## src/rtl/march_pkg.sv

```systemverilog
package march_pkg;

  typedef enum logic [1:0] {
    OP_NONE  = 2'd0,
    OP_NOISE = 2'd1,
    OP_READ  = 2'd2,
    OP_WRITE = 2'd3
  } op_e;

  localparam logic [2:0] LAST_ELEM = 3'd5;

  // Elements 3 and 4 run downward; all others run upward.
  function automatic logic elem_up(input logic [2:0] e);
    return !(e == 3'd3 || e == 3'd4);
  endfunction

  // Expected read background of an element.
  function automatic logic elem_rd_bit(input logic [2:0] e);
    return (e == 3'd2 || e == 3'd4);
  endfunction

  // Value written by an element.
  function automatic logic elem_wr_bit(input logic [2:0] e);
    return (e == 3'd1 || e == 3'd3);
  endfunction

  // Operation at a given step of one address.
  function automatic op_e op_at(input logic [2:0] e, input logic nz,
                                input logic [1:0] s);
    logic [1:0] k;
    k = s;
    if (e != 3'd0 && nz) begin
      if (k == 2'd0) return OP_NOISE;
      k = k - 2'd1;
    end
    if (e != 3'd0) begin
      if (k == 2'd0) return OP_READ;
      k = k - 2'd1;
    end
    if (e != LAST_ELEM && k == 2'd0) return OP_WRITE;
    return OP_NONE;
  endfunction

endpackage

```

## src/rtl/march_addr_gen.sv

```systemverilog
module march_addr_gen #(
  parameter int ROW_W = 9,
  parameter int COL_W = 4
) (
  input  logic             clk,
  input  logic             rst_n,
  input  logic             load,
  input  logic             load_up,
  input  logic             adv,
  output logic [ROW_W-1:0] row,
  output logic [COL_W-1:0] col,
  output logic             up,
  output logic             at_last
);
  localparam logic [ROW_W-1:0] ROW_TOP = '1;
  localparam logic [COL_W-1:0] COL_TOP = '1;

  always_ff @(posedge clk or negedge rst_n) begin
    if (!rst_n) begin
      row <= '0;
      col <= '0;
      up  <= 1'b1;
    end else if (load) begin
      up  <= load_up;
      row <= load_up ? '0 : ROW_TOP;
      col <= load_up ? '0 : COL_TOP;
    end else if (adv) begin
      if (up) begin
        if (col == COL_TOP) begin
          col <= '0;
          row <= row + 1'b1;
        end else begin
          col <= col + 1'b1;
        end
      end else begin
        if (col == '0) begin
          col <= COL_TOP;
          row <= row - 1'b1;
        end else begin
          col <= col - 1'b1;
        end
      end
    end
  end

  always_comb begin
    if (up) at_last = (row == ROW_TOP) && (col == COL_TOP);
    else    at_last = (row == '0) && (col == '0);
  end
endmodule

```

## src/rtl/march_seq.sv

```systemverilog
module march_seq
  import march_pkg::*;
(
  input  logic       clk,
  input  logic       rst_n,
  input  logic       start,
  input  logic       noise_en,
  input  logic       at_last,
  output op_e        op,
  output logic [2:0] elem,
  output logic       busy,
  output logic       done,
  output logic       in_run,
  output logic       start_ok,
  output logic       ag_load,
  output logic       ag_load_up,
  output logic       ag_adv
);
  typedef enum logic [1:0] {S_IDLE, S_RUN, S_DRAIN} state_e;

  state_e     state;
  logic [1:0] step;
  logic       noise_q;
  logic       last_step;
  logic       elem_end;

  assign busy      = (state != S_IDLE);
  assign in_run    = (state == S_RUN);
  assign start_ok  = start && !busy;
  assign op        = in_run ? op_at(elem, noise_q, step) : OP_NONE;
  assign last_step = (op_at(elem, noise_q, step + 2'd1) == OP_NONE);
  assign elem_end  = in_run && last_step && at_last;

  assign ag_load    = start_ok || (elem_end && elem != LAST_ELEM);
  assign ag_load_up = start_ok ? 1'b1 : elem_up(elem + 3'd1);
  assign ag_adv     = in_run && last_step && !at_last;

  always_ff @(posedge clk or negedge rst_n) begin
    if (!rst_n) begin
      state   <= S_IDLE;
      step    <= '0;
      elem    <= '0;
      noise_q <= 1'b0;
      done    <= 1'b0;
    end else begin
      case (state)
        S_IDLE: if (start_ok) begin
          state   <= S_RUN;
          step    <= '0;
          elem    <= '0;
          noise_q <= noise_en;
          done    <= 1'b0;
        end
        S_RUN: begin
          if (!last_step) begin
            step <= step + 2'd1;
          end else begin
            step <= '0;
            if (at_last) begin
              if (elem == LAST_ELEM) state <= S_DRAIN;
              else                   elem  <= elem + 3'd1;
            end
          end
        end
        S_DRAIN: begin
          state <= S_IDLE;
          done  <= 1'b1;
        end
        default: state <= S_IDLE;
      endcase
    end
  end
endmodule

```

## src/rtl/march_resp_chk.sv

```systemverilog
module march_resp_chk #(
  parameter int ROW_W  = 9,
  parameter int COL_W  = 4,
  parameter int DATA_W = 32
) (
  input  logic              clk,
  input  logic              rst_n,
  input  logic              clear,
  input  logic              rd_issue,
  input  logic              exp_bit,
  input  logic [ROW_W-1:0]  row,
  input  logic [COL_W-1:0]  col,
  input  logic [2:0]        elem,
  input  logic [DATA_W-1:0] rdata,
  output logic              fail,
  output logic [ROW_W-1:0]  fail_row,
  output logic [COL_W-1:0]  fail_col,
  output logic [2:0]        fail_elem
);
  logic              pend_v;
  logic              pend_exp;
  logic [ROW_W-1:0]  pend_row;
  logic [COL_W-1:0]  pend_col;
  logic [2:0]        pend_elem;
  logic [DATA_W-1:0] lane_bad;
  logic              any_bad;

  for (genvar i = 0; i < DATA_W; i++) begin : g_lane
    assign lane_bad[i] = (rdata[i] != pend_exp);
  end
  assign any_bad = pend_v && (|lane_bad);

  always_ff @(posedge clk or negedge rst_n) begin
    if (!rst_n) begin
      pend_v    <= 1'b0;
      pend_exp  <= 1'b0;
      pend_row  <= '0;
      pend_col  <= '0;
      pend_elem <= '0;
    end else begin
      pend_v <= rd_issue;
      if (rd_issue) begin
        pend_exp  <= exp_bit;
        pend_row  <= row;
        pend_col  <= col;
        pend_elem <= elem;
      end
    end
  end

  always_ff @(posedge clk or negedge rst_n) begin
    if (!rst_n) begin
      fail      <= 1'b0;
      fail_row  <= '0;
      fail_col  <= '0;
      fail_elem <= '0;
    end else if (clear) begin
      fail      <= 1'b0;
      fail_row  <= '0;
      fail_col  <= '0;
      fail_elem <= '0;
    end else if (any_bad && !fail) begin
      fail      <= 1'b1;
      fail_row  <= pend_row;
      fail_col  <= pend_col;
      fail_elem <= pend_elem;
    end
  end
endmodule

```

## src/rtl/march_wl_bist.sv

```systemverilog
module march_wl_bist
  import march_pkg::*;
#(
  parameter int ROW_W  = 9,
  parameter int COL_W  = 4,
  parameter int DATA_W = 32
) (
  input  logic              clk,
  input  logic              rst_n,
  input  logic              start,
  input  logic              noise_en,
  output logic [ROW_W-1:0]  mem_row,
  output logic [COL_W-1:0]  mem_col,
  output logic              mem_we,
  output logic              mem_re,
  output logic [DATA_W-1:0] mem_wdata,
  input  logic [DATA_W-1:0] mem_rdata,
  output logic              busy,
  output logic              done,
  output logic              fail,
  output logic [ROW_W-1:0]  fail_row,
  output logic [COL_W-1:0]  fail_col,
  output logic [2:0]        fail_elem
);
  localparam logic [COL_W-1:0] NBR_FLIP = COL_W'(1);

  op_e              op;
  logic [2:0]       elem;
  logic             in_run;
  logic             start_ok;
  logic             ag_load;
  logic             ag_load_up;
  logic             ag_adv;
  logic [ROW_W-1:0] cur_row;
  logic [COL_W-1:0] cur_col;
  logic             cur_up;
  logic             at_last;
  logic             nbr_passed;
  logic             wbit;

  march_seq u_seq (
    .clk        (clk),
    .rst_n      (rst_n),
    .start      (start),
    .noise_en   (noise_en),
    .at_last    (at_last),
    .op         (op),
    .elem       (elem),
    .busy       (busy),
    .done       (done),
    .in_run     (in_run),
    .start_ok   (start_ok),
    .ag_load    (ag_load),
    .ag_load_up (ag_load_up),
    .ag_adv     (ag_adv)
  );

  march_addr_gen #(.ROW_W(ROW_W), .COL_W(COL_W)) u_addr (
    .clk     (clk),
    .rst_n   (rst_n),
    .load    (ag_load),
    .load_up (ag_load_up),
    .adv     (ag_adv),
    .row     (cur_row),
    .col     (cur_col),
    .up      (cur_up),
    .at_last (at_last)
  );

  // Neighbour col^1 already visited: below us going up, above us going down.
  assign nbr_passed = cur_up ? cur_col[0] : !cur_col[0];

  always_comb begin
    if (op == OP_NOISE)
      wbit = nbr_passed ? elem_wr_bit(elem) : elem_rd_bit(elem);
    else
      wbit = elem_wr_bit(elem);
  end

  assign mem_row   = cur_row;
  assign mem_col   = (op == OP_NOISE) ? (cur_col ^ NBR_FLIP) : cur_col;
  assign mem_we    = (op == OP_WRITE) || (op == OP_NOISE);
  assign mem_re    = (op == OP_READ);
  assign mem_wdata = {DATA_W{wbit}};

  march_resp_chk #(.ROW_W(ROW_W), .COL_W(COL_W), .DATA_W(DATA_W)) u_chk (
    .clk       (clk),
    .rst_n     (rst_n),
    .clear     (start_ok),
    .rd_issue  (mem_re),
    .exp_bit   (elem_rd_bit(elem)),
    .row       (cur_row),
    .col       (cur_col),
    .elem      (elem),
    .rdata     (mem_rdata),
    .fail      (fail),
    .fail_row  (fail_row),
    .fail_col  (fail_col),
    .fail_elem (fail_elem)
  );
endmodule

```

## config.mk

```make
export PLATFORM = sky130hd
export DESIGN_NAME = march_wl_bist
export DESIGN_NICKNAME = d
export VERILOG_FILES = /design/src/rtl/march_pkg.sv /design/src/rtl/march_addr_gen.sv /design/src/rtl/march_seq.sv /design/src/rtl/march_resp_chk.sv /design/src/rtl/march_wl_bist.sv
export SDC_FILE = /design/constraint.sdc
export NUM_CORES = 1
export LEC_CHECK = 0
export ABC_CLOCK_PERIOD_IN_PS = 4260
export BUFFER_PORTS_ARGS = -buffer_cell sky130_fd_sc_hd__clkbuf_2
export CAP_MARGIN = 15
export CORE_ASPECT_RATIO = 0.6
export CORE_MARGIN = 4
export CORE_UTILIZATION = 45
export CTS_CLUSTER_SIZE = 20
export DETAILED_ROUTE_END_ITERATION = 8
export PLACE_DENSITY = 0.76
export SYNTH_ARGS = -nofsm -noshare
export SYNTH_HDL_FRONTEND = slang
export SYNTH_HIERARCHICAL = 1
export SYNTH_SLANG_ARGS = --single-unit
```

## constraint.sdc

```tcl
create_clock -name clk -period 4.26 [get_ports clk]
set_input_delay 0.426 -clock clk [delete_from_list [all_inputs] [get_ports clk]]
set_output_delay 0.426 -clock clk [all_outputs]
set_load 0.02 [all_outputs]
```

==> metrics.md, run 1 <==
| Metric | Value |
|---|---|
| Maximum vdd drop | `0.248 mV` |
| CTS sink cnt | `58` |
| Commonest register cell after synthesis | `dfrtp_1` |
| # port buffers | `101` |
| Crit. End Element | `output port` |
| Reg2reg start | `u_addr/col[0]` |
| Post-route ant nets | `0` |
| WP data required | `3830 ps` |
| Post-synth EDFFs | `0` |
| Crit start category | `register` |
| CP cell instances | `inv_1 -> ha_1 -> nand2b_4 -> and2_1 -> a211oi_1 -> o21ai_1 -> a221oi_1 -> and2b_1 -> a211o_1 -> nand3_2 -> clkbuf_2` |
| Vias/cell | `5.45` |
| Die Area | `10,400 um2` |
| Core box area | `8520 um2` |
| First-pass GRT wire length | `14,700 um` |
| CP max FO | `32` |
| Worst skew pair latency | `330 ps` |
| Iter 0 DRT Violations | `260` |
| DR WL/cell | `15.9 um` |
| Largest net degree at the start of global routing | `59` |
| Most common cell after layout, fill and taps aside | `clkbuf_2` |
| Diode count | `0` |
| Max stage delay cell, worst path | `dfrtp_1` |
| Non-Filler Instances | `593` |
| Post-CTS Setup Inserts | `0` |
| Detailed Routing Iterations Pass 1 | `5` |
| Final period util | `86.9%` |
| Area grow syn2layout | `16.4%` |
| Worst setup margin | `560 ps` |
| Clk root buf | `clkbuf_16` |
| Final #Nets | `531` |
| Unrepaired setup endpoints after global routing | `no` |
| Hold Vio Cnt, Final | `0` |
| Status | `finished, final reports clean` |
| Total I/O pin count | `102` |
| Worst Tran Pin Value | `732 ps` |
| Row Count | `26` |
| CTS tree | `built` |
| Setup slack at placement | `599 ps` |
| Slew HR | `51.2%` |
| Max-Cap Viols | `0` |
| GRT Util Overall | `17.8%` |
| Clock period minus worst slack | `3700 ps` |
| Fmax | `270 MHz` |
| CP peak stage delay | `490 ps` |
| Pwr dens | `566 nW/um2` |
| Placed insts | `577` |
| Commonest non-fill, non-tap cells in the layout | `101 x clkbuf_2, 57 x dfrtp_1, 37 x nand2b_1` |
| Post-synthesis sequential area ratio | `36.8%` |
| CTS buffer count | `9` |
| Initial Utilization | `46.3%` |
| Leak | `2.19 nW` |
| Cell count after synthesis | `408` |
| Routed WL | `9430 um` |
| R2R cell count | `9` |
| Chip width | `129 um` |
| Overall die height | `80.5 um` |
| Worst clock skew | `4.70 ps` |
| Layout Utilization | `53.9%` |
| Vias in the first global route | `2,944` |
| Syn_nets | `463` |
| Final Wtd Congestion | `0.895` |
| H-tree depth | `3` |
| Share of cells above drive strength 1 | `32.4%` |
| Via count | `3,230` |
| Synth area leaders | `dfrtp_1 36%, buf_4 6.3%, nand2b_1 5.9%` |
| Finish-stage setup viols | `0` |
| Cell variety after synth | `65` |
| Share of synthesized flip-flops with an asynchronous set or reset | `100%` |
| Leading area contributor after synthesis | `dfrtp_1` |
| Hold crit path type | `in2async` |
| R2R Path End | `u_addr/row[8]` |
| Setup slack, reg-to-reg | `1040 ps` |
| Syn Area/Cell | `9.67 um2` |
| Residual DRC | `0` |
| Yosys warnings | `6` |
| Hpwl dp | `6790 um` |
| Synth Register Bits | `58` |
| Maximum clock path buffer count | `2` |
| Max Slew Vio Count | `0` |
| Initial antenna violation count | `0` |
| Reg clk slew, reported paths | `50 ps` |
| Grt ovf | `0` |
| Top-area cell type share of the netlist area | `36.2%` |
| Total negative slack | `0 ps` |
| CP Data Arrival Time | `3270 ps` |
| Mapped cell area | `3940 um2` |
| Setup CP Type | `reg2out` |
-- logic make-up after synthesis --
group                      after synthesis  share of synthesized area, %
and+or+nand+nor                        147                          21.2
AOI/OAI and AO/OA                       71                          12.8
buffers and inverters                   63                          10.1
DFF                                     58                          36.8
muxes                                   39                          10.5
adders and majority gates               19                          6.22
xor gates and xnor gates                11                          2.44
-- cells in the mapped netlist, types with 3 or more instances --
master and count:
clkbuf_1 9, or3_1 4, o21ai_0 14, dfrtp_1 57, o21ai_1 3, nor2_1 17
xor2_1 3, nand3_1 13, ha_1 18, a211oi_1 6, nand2b_1 37, mux2i_1 20
xnor2_1 8, or4_1 4, mux2_2 19, a21oi_1 13, buf_6 3, and3_1 3
buf_4 33, inv_1 15, o21a_1 5, nand4_1 9, nor2b_1 3, nand2_1 27
nor3_1 7, nor4_1 7, a21o_1 4
-- metal layers --
metal / vias up / part of all wire (%) / track usage, %
li1: 1556 / - / -
met1: 1574 / 49 / 25.5
met2: 89 / 44 / 26.3
met3: 11 / 6.2 / 4.52
met4: 0 / 1.1 / 5.45
met5: - / 0 / 0
-- state kept, by name (all words and copies together), names as in the netlist --
register / flops
u_addr/row: 9
u_chk/fail_row: 9
u_chk/pend_row: 9
u_addr/col: 4
u_chk/fail_col: 4
u_chk/pend_col: 4
u_chk/fail_elem: 3
u_chk/pend_elem: 3
u_seq/elem: 3
u_seq/state: 2
u_seq/step: 2
u_addr/up: 1
u_chk/fail: 1
u_chk/pend_exp: 1
u_chk/pend_v: 1
u_seq/done: 1
u_seq/noise_q: 1
-- how the worst max path moves through the flow --
stage,start,endpoint,slack [ps],depth (start not counted)
after floorplan,u_seq/elem[0],mem_wdata[0],940,11
after global placement,u_seq/elem[0],mem_wdata[16],780,11
after detailed placement,u_seq/elem[0],mem_wdata[30],600,11
after CTS,u_seq/elem[0],mem_wdata[13],240,11
after global routing,u_seq/elem[0],mem_wdata[31],320,11
final,u_seq/elem[0],mem_wdata[13],560,11
-- through the flow --
stage	total power, mW	hold WS [ps]	cell area (um2)
global placement	1.81	487	4280
finish	2.60	249	4590
floorplan	1.57	130	3940
global route	2.75	307	4590
CTS	2.60	279	4590
detailed placement	1.85	488	4280
-- power breakdown --
group	internal [mW]	switching [mW]
combinational	0.433	0.532
sequential	0.698	0.204
clock	0.483	0.246
total	1.61	0.982
-- timing repair --
action	CTS	global route
hold buffers	0	0
setup endpoints to repair	0	32
resized for setup	0	1
-- critical path, delay by kind of cell (launching register included) --
kind                     cells  cell delay (ps)
AND/OR/NAND/NOR              4              910
AO/OA/AOI/OAI                4              910
flip-flops                   1              490
buffers and inverters        2              420
adder cells (fa/ha/maj)      1              230
-- layout make-up --
| type | count | area [um2] |
|---|---|---|
| Sequential cell | 58 | 1450 |
| Tap cell | 112 | 140 |
| Inverter | 15 | 56.3 |
| Timing Repair Buffer | 105 | 536 |
| Fill cell | 734 | 3930 |
| Clock buffer | 12 | 256 |
| Multi-Input combinational cell | 287 | 2100 |
| Clock inverter | 4 | 50.0 |
Power figures use the tool's default switching activity.
==> inputs of run 2 (changes only) <==
Settings changed: PLACE_DENSITY 0.76 to 0.8.
==> metrics.md, run 2 (synthesized netlist as in run 1, its figures left out) <==
| Metric | Value |
|---|---|
| Diode count | `0 (unchanged)` |
| WP data required | `3830 ps (about the same)` |
| CP peak stage delay | `500 ps (was 490 ps)` |
| Area grow syn2layout | `16.8% (was 16.4%)` |
| Register area | `1450 um2 (unchanged)` |
| Vias/cell | `5.46 (was 5.45)` |
| Crit start category | `register (unchanged)` |
| Worst setup endpoint | `mem_wdata[18] (was mem_wdata[13])` |
| Reg2reg start | `u_seq/elem[0] (was u_addr/col[0])` |
| Final Wtd Congestion | `0.893 (was 0.895)` |
| Vias in the first global route | `3,130 (was 2,944)` |
| Share of cells above drive strength 1 | `32.4% (unchanged)` |
| Unrepaired setup endpoints after global routing | `no (unchanged)` |
| Maximum clock path buffer count | `2 (unchanged)` |
| # port buffers | `101 (unchanged)` |
| DR WL/cell | `15.3 um (was 15.9 um)` |
| Hpwl dp | `6640 um (was 6790 um)` |
| Post-route ant nets | `0 (unchanged)` |
| Final #Nets | `531 (unchanged)` |
| CP Depth | `12 (was 11)` |
| Hold Vio Cnt, Final | `0 (unchanged)` |
| Most common cell after layout, fill and taps aside | `clkbuf_2 (unchanged)` |
| Largest net degree at the start of global routing | `59 (unchanged)` |
| Status | `finished, final reports clean (unchanged)` |
| Grt ovf | `0 (unchanged)` |
| Final period util | `86.5% (was 86.9%)` |
| R2R Path End | `u_addr/row[8] (unchanged)` |
| Worst clock skew | `7.88 ps (was 4.70 ps)` |
| Area of the multi-input gates | `2090 um2 (was 2100 um2)` |
| Die Area | `10,400 um2 (unchanged)` |
| Total I/O pin count | `102 (unchanged)` |
| Finish-stage setup viols | `0 (unchanged)` |
| Detailed Routing Iterations Pass 1 | `4 (was 5)` |
| # hold bufs at CTS | `0 (unchanged)` |
| Family with the most delay on the worst path | `compound AO/OA/AOI/OAI gates (was simple AND/OR/NAND/NOR gates)` |
| Chip width | `129 um (unchanged)` |
| Iter 0 DRT Violations | `194 (was 260)` |
| Commonest non-fill, non-tap cells in the layout | `101 x clkbuf_2, 57 x dfrtp_1, 37 x nand2b_1 (unchanged)` |
| CTS buffer count | `9 (unchanged)` |
| Max stage delay cell, worst path | `dfrtp_1 (unchanged)` |
| R2R cell count | `11 (was 9)` |
| Overall die height | `80.5 um (unchanged)` |
| Crit. Startpoint | `u_seq/elem[0] (unchanged)` |
| Slew HR | `51.1% (was 51.2%)` |
| Non-Filler Instances | `593 (unchanged)` |
| CP Data Arrival Time | `3260 ps (was 3270 ps)` |
| Clock period minus worst slack | `3690 ps (was 3700 ps)` |
| Clk root buf | `clkbuf_16 (unchanged)` |
| Fillers | `745 (was 734)` |
| Buf+Inv Stages, Crit Path | `3 (was 2)` |
| Crit. End Element | `output port (unchanged)` |
| Setup CP Type | `reg2out (unchanged)` |
| CTS tree | `built (unchanged)` |
| First-pass GRT wire length | `14,800 um (was 14,700 um)` |
| Pwr dens | `574 nW/um2 (was 566 nW/um2)` |
| Residual DRC | `0 (unchanged)` |
| Fmax | `271 MHz (was 270 MHz)` |
| Reg clk slew, reported paths | `60 ps (was 50 ps)` |
| Worst Tran Pin Value | `733 ps (was 732 ps)` |
| Placed insts | `577 (unchanged)` |
| Leak | `2.19 nW (about the same)` |
| Hold crit path type | `in2async (unchanged)` |
| Total negative slack | `0 ps (unchanged)` |
| Post-CTS Setup Inserts | `0 (unchanged)` |
| Max-Cap Viols | `0 (unchanged)` |
| CTS sink cnt | `58 (unchanged)` |
| Row Count | `26 (unchanged)` |
| Resized cells post-CTS | `0 (unchanged)` |
| Core box area | `8520 um2 (unchanged)` |
| Max Slew Vio Count | `0 (unchanged)` |
| Initial Utilization | `46.3% (unchanged)` |
| Worst skew pair latency | `330 ps (about the same)` |
| Maximum vdd drop | `0.264 mV (was 0.248 mV)` |
| Largest regs | `u_addr/row: 9 flops, u_chk/fail_row: 9 flops, u_chk/pend_row: 9 flops (unchanged)` |
| GRT Util Overall | `18.0% (was 17.8%)` |
| H-tree depth | `3 (unchanged)` |
| CP max FO | `32 (unchanged)` |
| CP cell instances | `inv_1 -> ha_1 -> nand2b_4 -> and2_1 -> a211oi_1 -> o21ai_1 -> a221oi_1 -> and2b_1 -> a211o_1 -> nand3_1 -> buf_4 -> clkbuf_2 (was inv_1 -> ha_1 -> nand2b_4 -> and2_1 -> a211oi_1 -> o21ai_1 -> a221oi_1 -> and2b_1 -> a211o_1 -> nand3_2 -> clkbuf_2)` |
| Setup slack, reg-to-reg | `1040 ps (about the same)` |
| Via count | `3,237 (was 3,230)` |
| Initial antenna violation count | `0 (unchanged)` |
| Routed WL | `9070 um (was 9430 um)` |
run 2: final cells by class:
type / instances / share of cell area (%)
Timing Repair Buffer: 105 / 11.6
Inverter: 15 / 1.22
Clock inverter: 7 / 2.20
Sequential cell: 58 / 31.5
Multi-Input combinational cell: 287 / 45.5
Clock buffer: 9 / 4.89
Tap cell: 112 / 3.04
run 2: per-stage QoR:
stage | cell area [um2] | worst slack, ps | utilization (%) | power, mW | hold slack (ps)
floorplan | 3940 | 941 | - | 1.57 | 130
global placement | 4280 | 1000 | 50.2 | 1.82 | 480
detailed placement | 4280 | 931 | 50.2 | 1.86 | 498
CTS | 4610 | 570 | 54.0 | 2.65 | 272
global route | 4610 | 280 | 54.0 | 2.80 | 288
finish | 4610 | 575 | 54.0 | 2.64 | 244
run 2: per-layer routing:
metal | global-route usage (%) | up-vias | part of all wire, %
met5 | 0 | - | 0
met4 | 6.50 | 0 | 1.1
met3 | 4.72 | 11 | 7.0
met2 | 28.4 | 120 | 47
met1 | 23.9 | 1548 | 45
li1 | - | 1558 | -
run 2: how the worst min path moves through the flow:
stage                      start                end  slack, ps  cells after the start
2_1_floorplan              rst_n      u_addr/col[0]        130                      0
3_3_place_gp      u_seq/state[0]         u_seq/done        480                      1
3_5_place_dp   u_chk/pend_row[4]  u_chk/pend_row[4]        500                      1
4_1_cts                    rst_n  u_chk/fail_row[8]        270                      2
5_1_grt                 noise_en      u_seq/noise_q        290                      3
6_report                   rst_n  u_chk/fail_row[8]        240                      2
run 2: worst register-to-register path, stage by stage, from the launching register on:
cell      delay (ps)
dfrtp_1          500
inv_1            150
ha_1             230
nor3b_2          220
a211oi_2          90
o22a_1           250
or3_4            390
nor2_1           460
o21ai_2          300
nor3_1           250
o22ai_1          110
and3_1           160
run 2: where the power goes:
| part | internal [mW] | switching, mW |
|---|---|---|
| Clock | 0.516 | 0.271 |
| Combinational | 0.433 | 0.528 |
| Sequential | 0.698 | 0.196 |
